<file path="config.mk">
export PLATFORM = sky130hd
export DESIGN_NAME = noise_gen
export DESIGN_NICKNAME = d
export VERILOG_FILES = /design/src/rtl/noise_gen_pkg.sv /design/src/rtl/noise_timer.sv /design/src/rtl/noise_lfsr.sv /design/src/rtl/noise_gen.sv
export SDC_FILE = /design/constraint.sdc
export NUM_CORES = 1
export LEC_CHECK = 0
export BUFFER_PORTS_ARGS = -buffer_cell sky130_fd_sc_hd__buf_2
export CAP_MARGIN = 40
export CORE_ASPECT_RATIO = 1.2
export CORE_MARGIN = 3
export CORE_UTILIZATION = 40
export DETAILED_ROUTE_END_ITERATION = 10
export GPL_TIMING_DRIVEN = 0
export PLACE_DENSITY = 0.55
export SYNTH_ARGS = -nofsm -noshare
export SYNTH_HDL_FRONTEND = slang
export SYNTH_SLANG_ARGS = --single-unit
</file>
<file path="constraint.sdc">
create_clock -name clk -period 2.6 [get_ports clk]
set_input_delay 0.26 -clock clk [delete_from_list [all_inputs] [get_ports clk]]
set_output_delay 0.26 -clock clk [all_outputs]
set_load 0.1 [all_outputs]
</file>
<file path="src/rtl/noise_gen_pkg.sv">
// Shared helpers for the noise generator.
// Assumes a 3-bit rate code; base × 4 fits in 9 bits.
package noise_gen_pkg;

    localparam int CODE_W  = 3;
    localparam int BASE4_W = 9;

    // Base divisor multiplied by four: code 0 gives 32, code n gives 64 × n.
    function automatic logic [BASE4_W-1:0] base_x4(input logic [CODE_W-1:0] code);
        logic [BASE4_W-1:0] r;
        if (code == '0) r = BASE4_W'(32);
        else            r = {code, 6'b000000};
        return r;
    endfunction

endpackage

</file>
<file path="src/rtl/noise_timer.sv">
// Frequency timer: computes the period from code and shift and counts it down.
// Issues a one-cycle tick on expiry, then reloads with the period in force at that time.
// Assumes a trigger is given in a valid configuration; holds while the period is too wide.
module noise_timer #(
    parameter int TMR_W   = 16,
    parameter int SHIFT_W = 4
) (
    input  logic                           clk,
    input  logic                           rst_n,
    input  logic                           tick_en,
    input  logic                           active,
    input  logic                           trigger,
    input  logic [noise_gen_pkg::CODE_W-1:0] rate_code,
    input  logic [SHIFT_W-1:0]             rate_shift,
    output logic                           tick
);
    localparam int MAX_SH = (1 << SHIFT_W) - 1;
    localparam int PER_W  = noise_gen_pkg::BASE4_W + MAX_SH;

    logic [PER_W-1:0] per_wide;
    logic [TMR_W-1:0] period;
    logic [TMR_W-1:0] cnt;
    logic             hold;
    logic             step;
    logic             expire;

    // Period from the table scaled by the shift; flag values beyond the timer width.
    always_comb begin
        per_wide = PER_W'(noise_gen_pkg::base_x4(rate_code)) << rate_shift;
        period   = per_wide[TMR_W-1:0];
        hold     = |per_wide[PER_W-1:TMR_W];
        step     = tick_en && active && !hold;
        expire   = (cnt <= TMR_W'(1));
        tick     = step && expire && !trigger;
    end

    // Countdown: trigger reloads, expiry reloads, otherwise decrement on enabled cycles.
    always_ff @(posedge clk) begin
        if (!rst_n)       cnt <= '0;
        else if (trigger) cnt <= period;
        else if (step) begin
            if (expire) cnt <= period;
            else        cnt <= cnt - TMR_W'(1);
        end
    end

    logic [TMR_W-1:0] period_d;
    // Previous period kept for the reload check.
    always_ff @(posedge clk) begin
        if (!rst_n) period_d <= '0;
        else        period_d <= period;
    end

    AST_RELOAD_PERIOD: assert property (@(posedge clk) disable iff (!rst_n)
        $past(rst_n) && $past(tick) |-> cnt == period_d) else $error("reload");
    AST_HOLD_FROZEN: assert property (@(posedge clk) disable iff (!rst_n)
        (hold && !trigger) |=> $stable(cnt)) else $error("hold");

endmodule

</file>
<file path="src/rtl/noise_lfsr.sv">
// Galois shift register with a selectable long or short feedback mask.
// The carry shifted out on each tick becomes the output level.
// Assumes tick and trigger come from the timer and the control logic, one cycle wide.
module noise_lfsr #(
    parameter int LONG_W  = 15,
    parameter int SHORT_W = 7
) (
    input  logic clk,
    input  logic rst_n,
    input  logic tick,
    input  logic trigger,
    input  logic short_mode,
    output logic level
);
    localparam logic [LONG_W-1:0] LONG_SEED  = LONG_W'(1) << (LONG_W - 1);
    localparam logic [LONG_W-1:0] SHORT_SEED = LONG_W'(1) << (SHORT_W - 1);
    localparam logic [LONG_W-1:0] LONG_MASK  = LONG_W'(3) << (LONG_W - 2);
    localparam logic [LONG_W-1:0] SHORT_MASK = LONG_W'(3) << (SHORT_W - 2);

    logic [LONG_W-1:0] state_q;
    logic [LONG_W-1:0] state_nx;
    logic              level_q;

    // Next word: shift right and fold in the mode mask when the carry is set.
    always_comb begin
        state_nx = state_q >> 1;
        if (state_q[0]) state_nx = state_nx ^ (short_mode ? SHORT_MASK : LONG_MASK);
    end

    // Register update: seed on trigger, advance on tick.
    always_ff @(posedge clk) begin
        if (!rst_n) begin
            state_q <= LONG_SEED;
            level_q <= 1'b0;
        end else if (trigger) begin
            state_q <= short_mode ? SHORT_SEED : LONG_SEED;
            level_q <= 1'b0;
        end else if (tick) begin
            state_q <= state_nx;
            level_q <= state_q[0];
        end
    end

    assign level = level_q;

    AST_TRIG_LOW: assert property (@(posedge clk) disable iff (!rst_n)
        trigger |=> !level_q) else $error("trig");
    AST_NEVER_ZERO: assert property (@(posedge clk) disable iff (!rst_n)
        state_q != '0) else $error("zero");
    AST_IDLE_FROZEN: assert property (@(posedge clk) disable iff (!rst_n)
        (!tick && !trigger) |=> $stable(state_q) && $stable(level_q)) else $error("idle");

endmodule

</file>
<file path="src/rtl/noise_gen.sv">
// Noise generator top: timer, shift register and sample gating.
// Assumes volume is supplied from outside and already valid.
module noise_gen #(
    parameter int TMR_W   = 16,
    parameter int SHIFT_W = 4,
    parameter int LONG_W  = 15,
    parameter int SHORT_W = 7,
    parameter int VOL_W   = 4
) (
    input  logic               clk,
    input  logic               rst_n,
    input  logic               tick_en,
    input  logic               active,
    input  logic               trigger,
    input  logic [2:0]         rate_code,
    input  logic [SHIFT_W-1:0] rate_shift,
    input  logic               short_mode,
    input  logic [VOL_W-1:0]   volume,
    output logic               level,
    output logic [VOL_W-1:0]   sample
);
    logic tick;

    noise_timer #(.TMR_W(TMR_W), .SHIFT_W(SHIFT_W)) u_tmr (
        .clk(clk), .rst_n(rst_n), .tick_en(tick_en), .active(active),
        .trigger(trigger), .rate_code(rate_code), .rate_shift(rate_shift),
        .tick(tick)
    );

    noise_lfsr #(.LONG_W(LONG_W), .SHORT_W(SHORT_W)) u_lfsr (
        .clk(clk), .rst_n(rst_n), .tick(tick), .trigger(trigger),
        .short_mode(short_mode), .level(level)
    );

    // Sample gating: volume only while running and high.
    always_comb sample = (active && level) ? volume : '0;

    AST_TICK_GATED: assert property (@(posedge clk) disable iff (!rst_n)
        tick |-> (active && tick_en)) else $error("gate");

endmodule

</file>
==> results.env <==
RUN_STATUS='complete, no violations'
POST-ROUTE-MIN-PERIOD_PS=2450
SLEW_VIOLATIONS=0
CLOCK_POWER_SHARE_PCT=28.6
CLK_TRANSITION_REPORTED_PATHS_PS=70
FINALSETUPTNS_PS=0
FINAL_HOLD_VIOLS=0
PRE_CTS_SLACK_PS=44.8
N_ANTENNA_CELL=0
YS_ASYNC_SR_FRACTION_PCT=0
SYNTHESIS.NETS=259
FINALSETUPVIOLCOUNT=0
DIEHEIGHT_MICRONS=82.9
NUM_ROWS=27
FIRST_ITER_VIOLATIONS=101
FINAL_NETS=288
STDCELL_AREA_SQ_UM=2270
MIN_PERIOD_OVER_PERIOD_PCT=94.1
FIRST_GLOBAL_VIAS=1727
YS.FLOP_TYPE='dfxtp_1'
MAXCLOCKFREQUENCY_GHz=0.409
MIN_DELAY_ENDPOINT='u_lfsr.state_q[14]$_SDFFE_PN1P_'
P_LEAK_nW=0.844
POWER.DENSITY_nW_PER_UM2=625
FLOORPLAN.DIE_AREA_SQ_UM=5810
FINAL_UTIL_PCT=48.7
P_SW_mW=0.487
NUMBER_OF_CELLS_TRAVERSED_BY_THE_WORST_HOLD_PATH=2
TIMING.RR.END='u_lfsr.state_q[3]$_SDFFE_PN0P_'
HOLD_PATH_CLASS='in2reg'
DRT_DRC_VIOLATIONS_LEFT=0
FLOORPLAN.CORE_AREA_SQ_UM=4660
SYNTH.CELL_AREA_SQ_UM=1970
CRITICAL_PATH_CLASS='reg2reg'
POWER_FRAC_SEQ_PCT=40.0
REGTOREGSTARTPOINT='u_tmr.cnt[2]$_SDFFE_PN0P_'
ROUTED_WL_MICRONS=4790
IOPINCOUNT=22
ROUTE.DETAILED.VIAS_PER_INST=5.50
SIGNED_AREA_CHANGE_FROM_THE_SYNTHESIZED_NETLIST_TO_THE_FINAL_LAYOUT_PCT=15.4
CRITICAL_PATH_ARRIVAL_PS=2610
SINK_COUNT_OF_THE_CLOCK_TREE=32
YS_SEQ_ELEMENTS=32
FLOORPLAN.INITIALDENSITY_PCT=42.2
CTS_TREE='built'
FINAL_LAYOUT_SIZE_SUFFIX_GT1_SHARE_PCT=18.9
SYNTH-SEQ-AREA-SHARE_PCT=32.5
LAYOUTNONFILLERINSTCOUNT=328
DRT-PASS1-ITER-COUNT=4
HTREEDEPTH=2
PLACE_CONGESTION=0.814
IRDROPWORSTVDD_mV=0.250
DEPTH_OF_THE_WORST_REGISTER_TO_REGISTER_PATH=8
REPORT.POWER.TOTAL_mW=1.42
SYNTH.YOSYS.WARNINGS=0
IO_BUFFER_COUNT=19
SYN-INSTANCE-COUNT=240
HOLD_FIX_BUFFERS_CTS=0
CELL_INTERNAL_POWER_mW=0.934
VIAS_AFTER_DETAILED_ROUTING=1804
ANTENNA_VIOLATING_NETS_POST_ROUTE=0
RSZ0062_AT_GRT='false'
NUMCTSBUFFERS=5
TIMING.FINAL.WS_SETUP_PS=154
GRT_PASS1_WL_MICRONS=8070
GLOBALROUTE.TOTALOVERFLOW=0
REQUIRED_PS=2760
DETAILED_PLACE_HPWL_MICRONS=3520
STARTPOINT_TYPE='flip-flop'
WORSTSKEWPAIRLATENCY_PS=290
SKEW_PS=5.88
SHARE_COMB_OF_TOTAL_POWER_PCT=31.5
ANTENNA_FOUND_INITIAL=0
SYNTH_ENABLE_FLOP_CELLS=0
DPL_CELL_AREA_SQ_UM=2140
MAPPED_AVG_CELL_AREA_SQ_UM=8.21
HOLDWS_PS=237
MAX_CAP_VIOL_COUNT=0
DPL.CELL_COUNT=317
NETSWITCHINGFRACTION_PCT=34.2
WORST-R2R-SETUP-SLACK_PS=150
WORST_PIN_SLEW_PS=799
DIE_W_MICRONS=70.1
SYNTH.DISTINCT_CELLS=54
WORST-PATH-MAX-FANOUT=10
AVGROUTEDWIREPERCELL_MICRONS=14.6
CP-END-KIND='flip-flop'
HP-START='short_mode'
GRT_USE_TOTAL_PCT=17.0
TIMING.MAX_SLEW.REL_SLACK_PCT=46.7
CTS_MAX_PATH_BUFFERS=2
GRT_MAX_DEGREE=11
CTS.ROOT.BUFFER_CELL='clkbuf_8'
## cells by family (layout without fill, tap and decap cells)
family	after synthesis	after routing	synth area share (%)
adder cells (fa/ha/maj)	2	2	1.27
AND/OR/NAND/NOR	99	99	25.4
AO/OA/AOI/OAI	54	54	19.8
flip-flops	32	32	32.5
buffers and inverters	24	54	6.23
XOR/XNOR	5	5	2.22
multiplexers	24	24	12.5
## state kept, by name, indices dropped and copies added, names as in the netlist
register,flops
u_lfsr.level,1
u_tmr.cnt,16
u_lfsr.state_q,15
## cells in the mapped netlist (3+ instances only)
library cell / instances / share of area (%)
or3_1: 3 / 0.95
a21oi_1: 16 / 4.1
mux2_2: 5 / 2.9
xnor2_1: 4 / 1.8
and3_1: 4 / 1.3
dfxtp_1: 32 / 33
o21ai_0: 7 / 1.8
nand2b_1: 4 / 1.3
inv_1: 8 / 1.5
nor3_1: 12 / 3.0
and2_1: 3 / 0.95
mux2i_1: 19 / 9.7
nor4_1: 5 / 1.6
clkbuf_1: 12 / 2.3
o22ai_1: 3 / 0.95
nor2_1: 25 / 4.8
nand2_1: 22 / 4.2
or4_1: 3 / 1.1
nor2b_1: 3 / 0.95
a2111oi_0: 3 / 1.3
nand3_1: 4 / 1.0
## placed cells by master (no fill, tap or decap), drive strengths merged, types with 2 or more instances in the layout
master,Yosys,routed
a2111oi,4,4
a211oi,4,4
a21oi,16,16
and2,3,3
and3,4,4
buf,4,26
clkbuf,12,19
dfxtp,32,32
ha,2,2
inv,8,8
mux2,5,5
mux2i,19,19
nand2,22,22
nand2b,4,4
nand3,4,4
nor2,27,27
nor2b,3,3
nor3,12,12
nor4,5,5
o21ai,7,7
o21bai,2,2
o221a,2,2
o22ai,3,3
o311ai,2,2
o31a,2,2
or2,2,2
or3,3,3
or4,5,5
xnor2,4,4
## worst max-delay path, cell delays in order, from the launching register on
cell and delay [ps]:
dfxtp_1 350, or4_1 510, buf_2 180, or4_4 430
a2111oi_4 300, buf_6 170, buf_12 130, mux2i_1 190
nor2_1 50
## layout make-up
type,instances,area (sq um)
flip-flops and latches,32,641
plain buffers,16,93.8
fillers,467,2390
clock buffers,7,86.3
inverters,8,30.0
well taps,58,72.6
clock inverters,1,7.51
repair buffers,22,118
multi-input cells,184,1220
## repair_timing
| item | 4_1_cts | 5_1_grt |
|---|---|---|
| gates resized for setup | 0 | 4 |
| buffers inserted | 0 | 3 |
| endpoints found under the setup margin | 0 | 14 |
## worst max path at each step
stage / depth (start not counted) / from / endpoint / slack (ps)
6_report: 8 / u_tmr.cnt[2]$_SDFFE_PN0P_ / u_lfsr.state_q[3]$_SDFFE_PN0P_ / 150
5_1_grt: 8 / u_tmr.cnt[2]$_SDFFE_PN0P_ / u_lfsr.state_q[3]$_SDFFE_PN0P_ / 4
4_1_cts: 8 / u_tmr.cnt[2]$_SDFFE_PN0P_ / u_lfsr.state_q[3]$_SDFFE_PN0P_ / 20
3_5_place_dp: 8 / u_tmr.cnt[2]$_SDFFE_PN0P_ / u_lfsr.state_q[3]$_SDFFE_PN0P_ / 40
3_3_place_gp: 8 / u_tmr.cnt[2]$_SDFFE_PN0P_ / u_lfsr.state_q[3]$_SDFFE_PN0P_ / 50
2_1_floorplan: 8 / u_tmr.cnt[2]$_SDFFE_PN0P_ / u_lfsr.level$_SDFFE_PP0P_ / 210
## metal layers
layer | part of all wire, % | track usage [%]
met1 | 46 | 21.9
met2 | 48 | 27.9
met3 | 4.1 | 3.63
met4 | 2.0 | 6.10
met5 | 0 | 0
## power groups by stage
stage          sequential, mW  combinational [mW]  clock [mW]
2_1_floorplan           0.567               0.337           0
3_3_place_gp            0.578               0.428           0
3_5_place_dp            0.578               0.427           0
4_1_cts                 0.567               0.429       0.420
5_1_grt                 0.575               0.501       0.441
6_report                0.568               0.447       0.406
(Power assumes the default switching activity.)
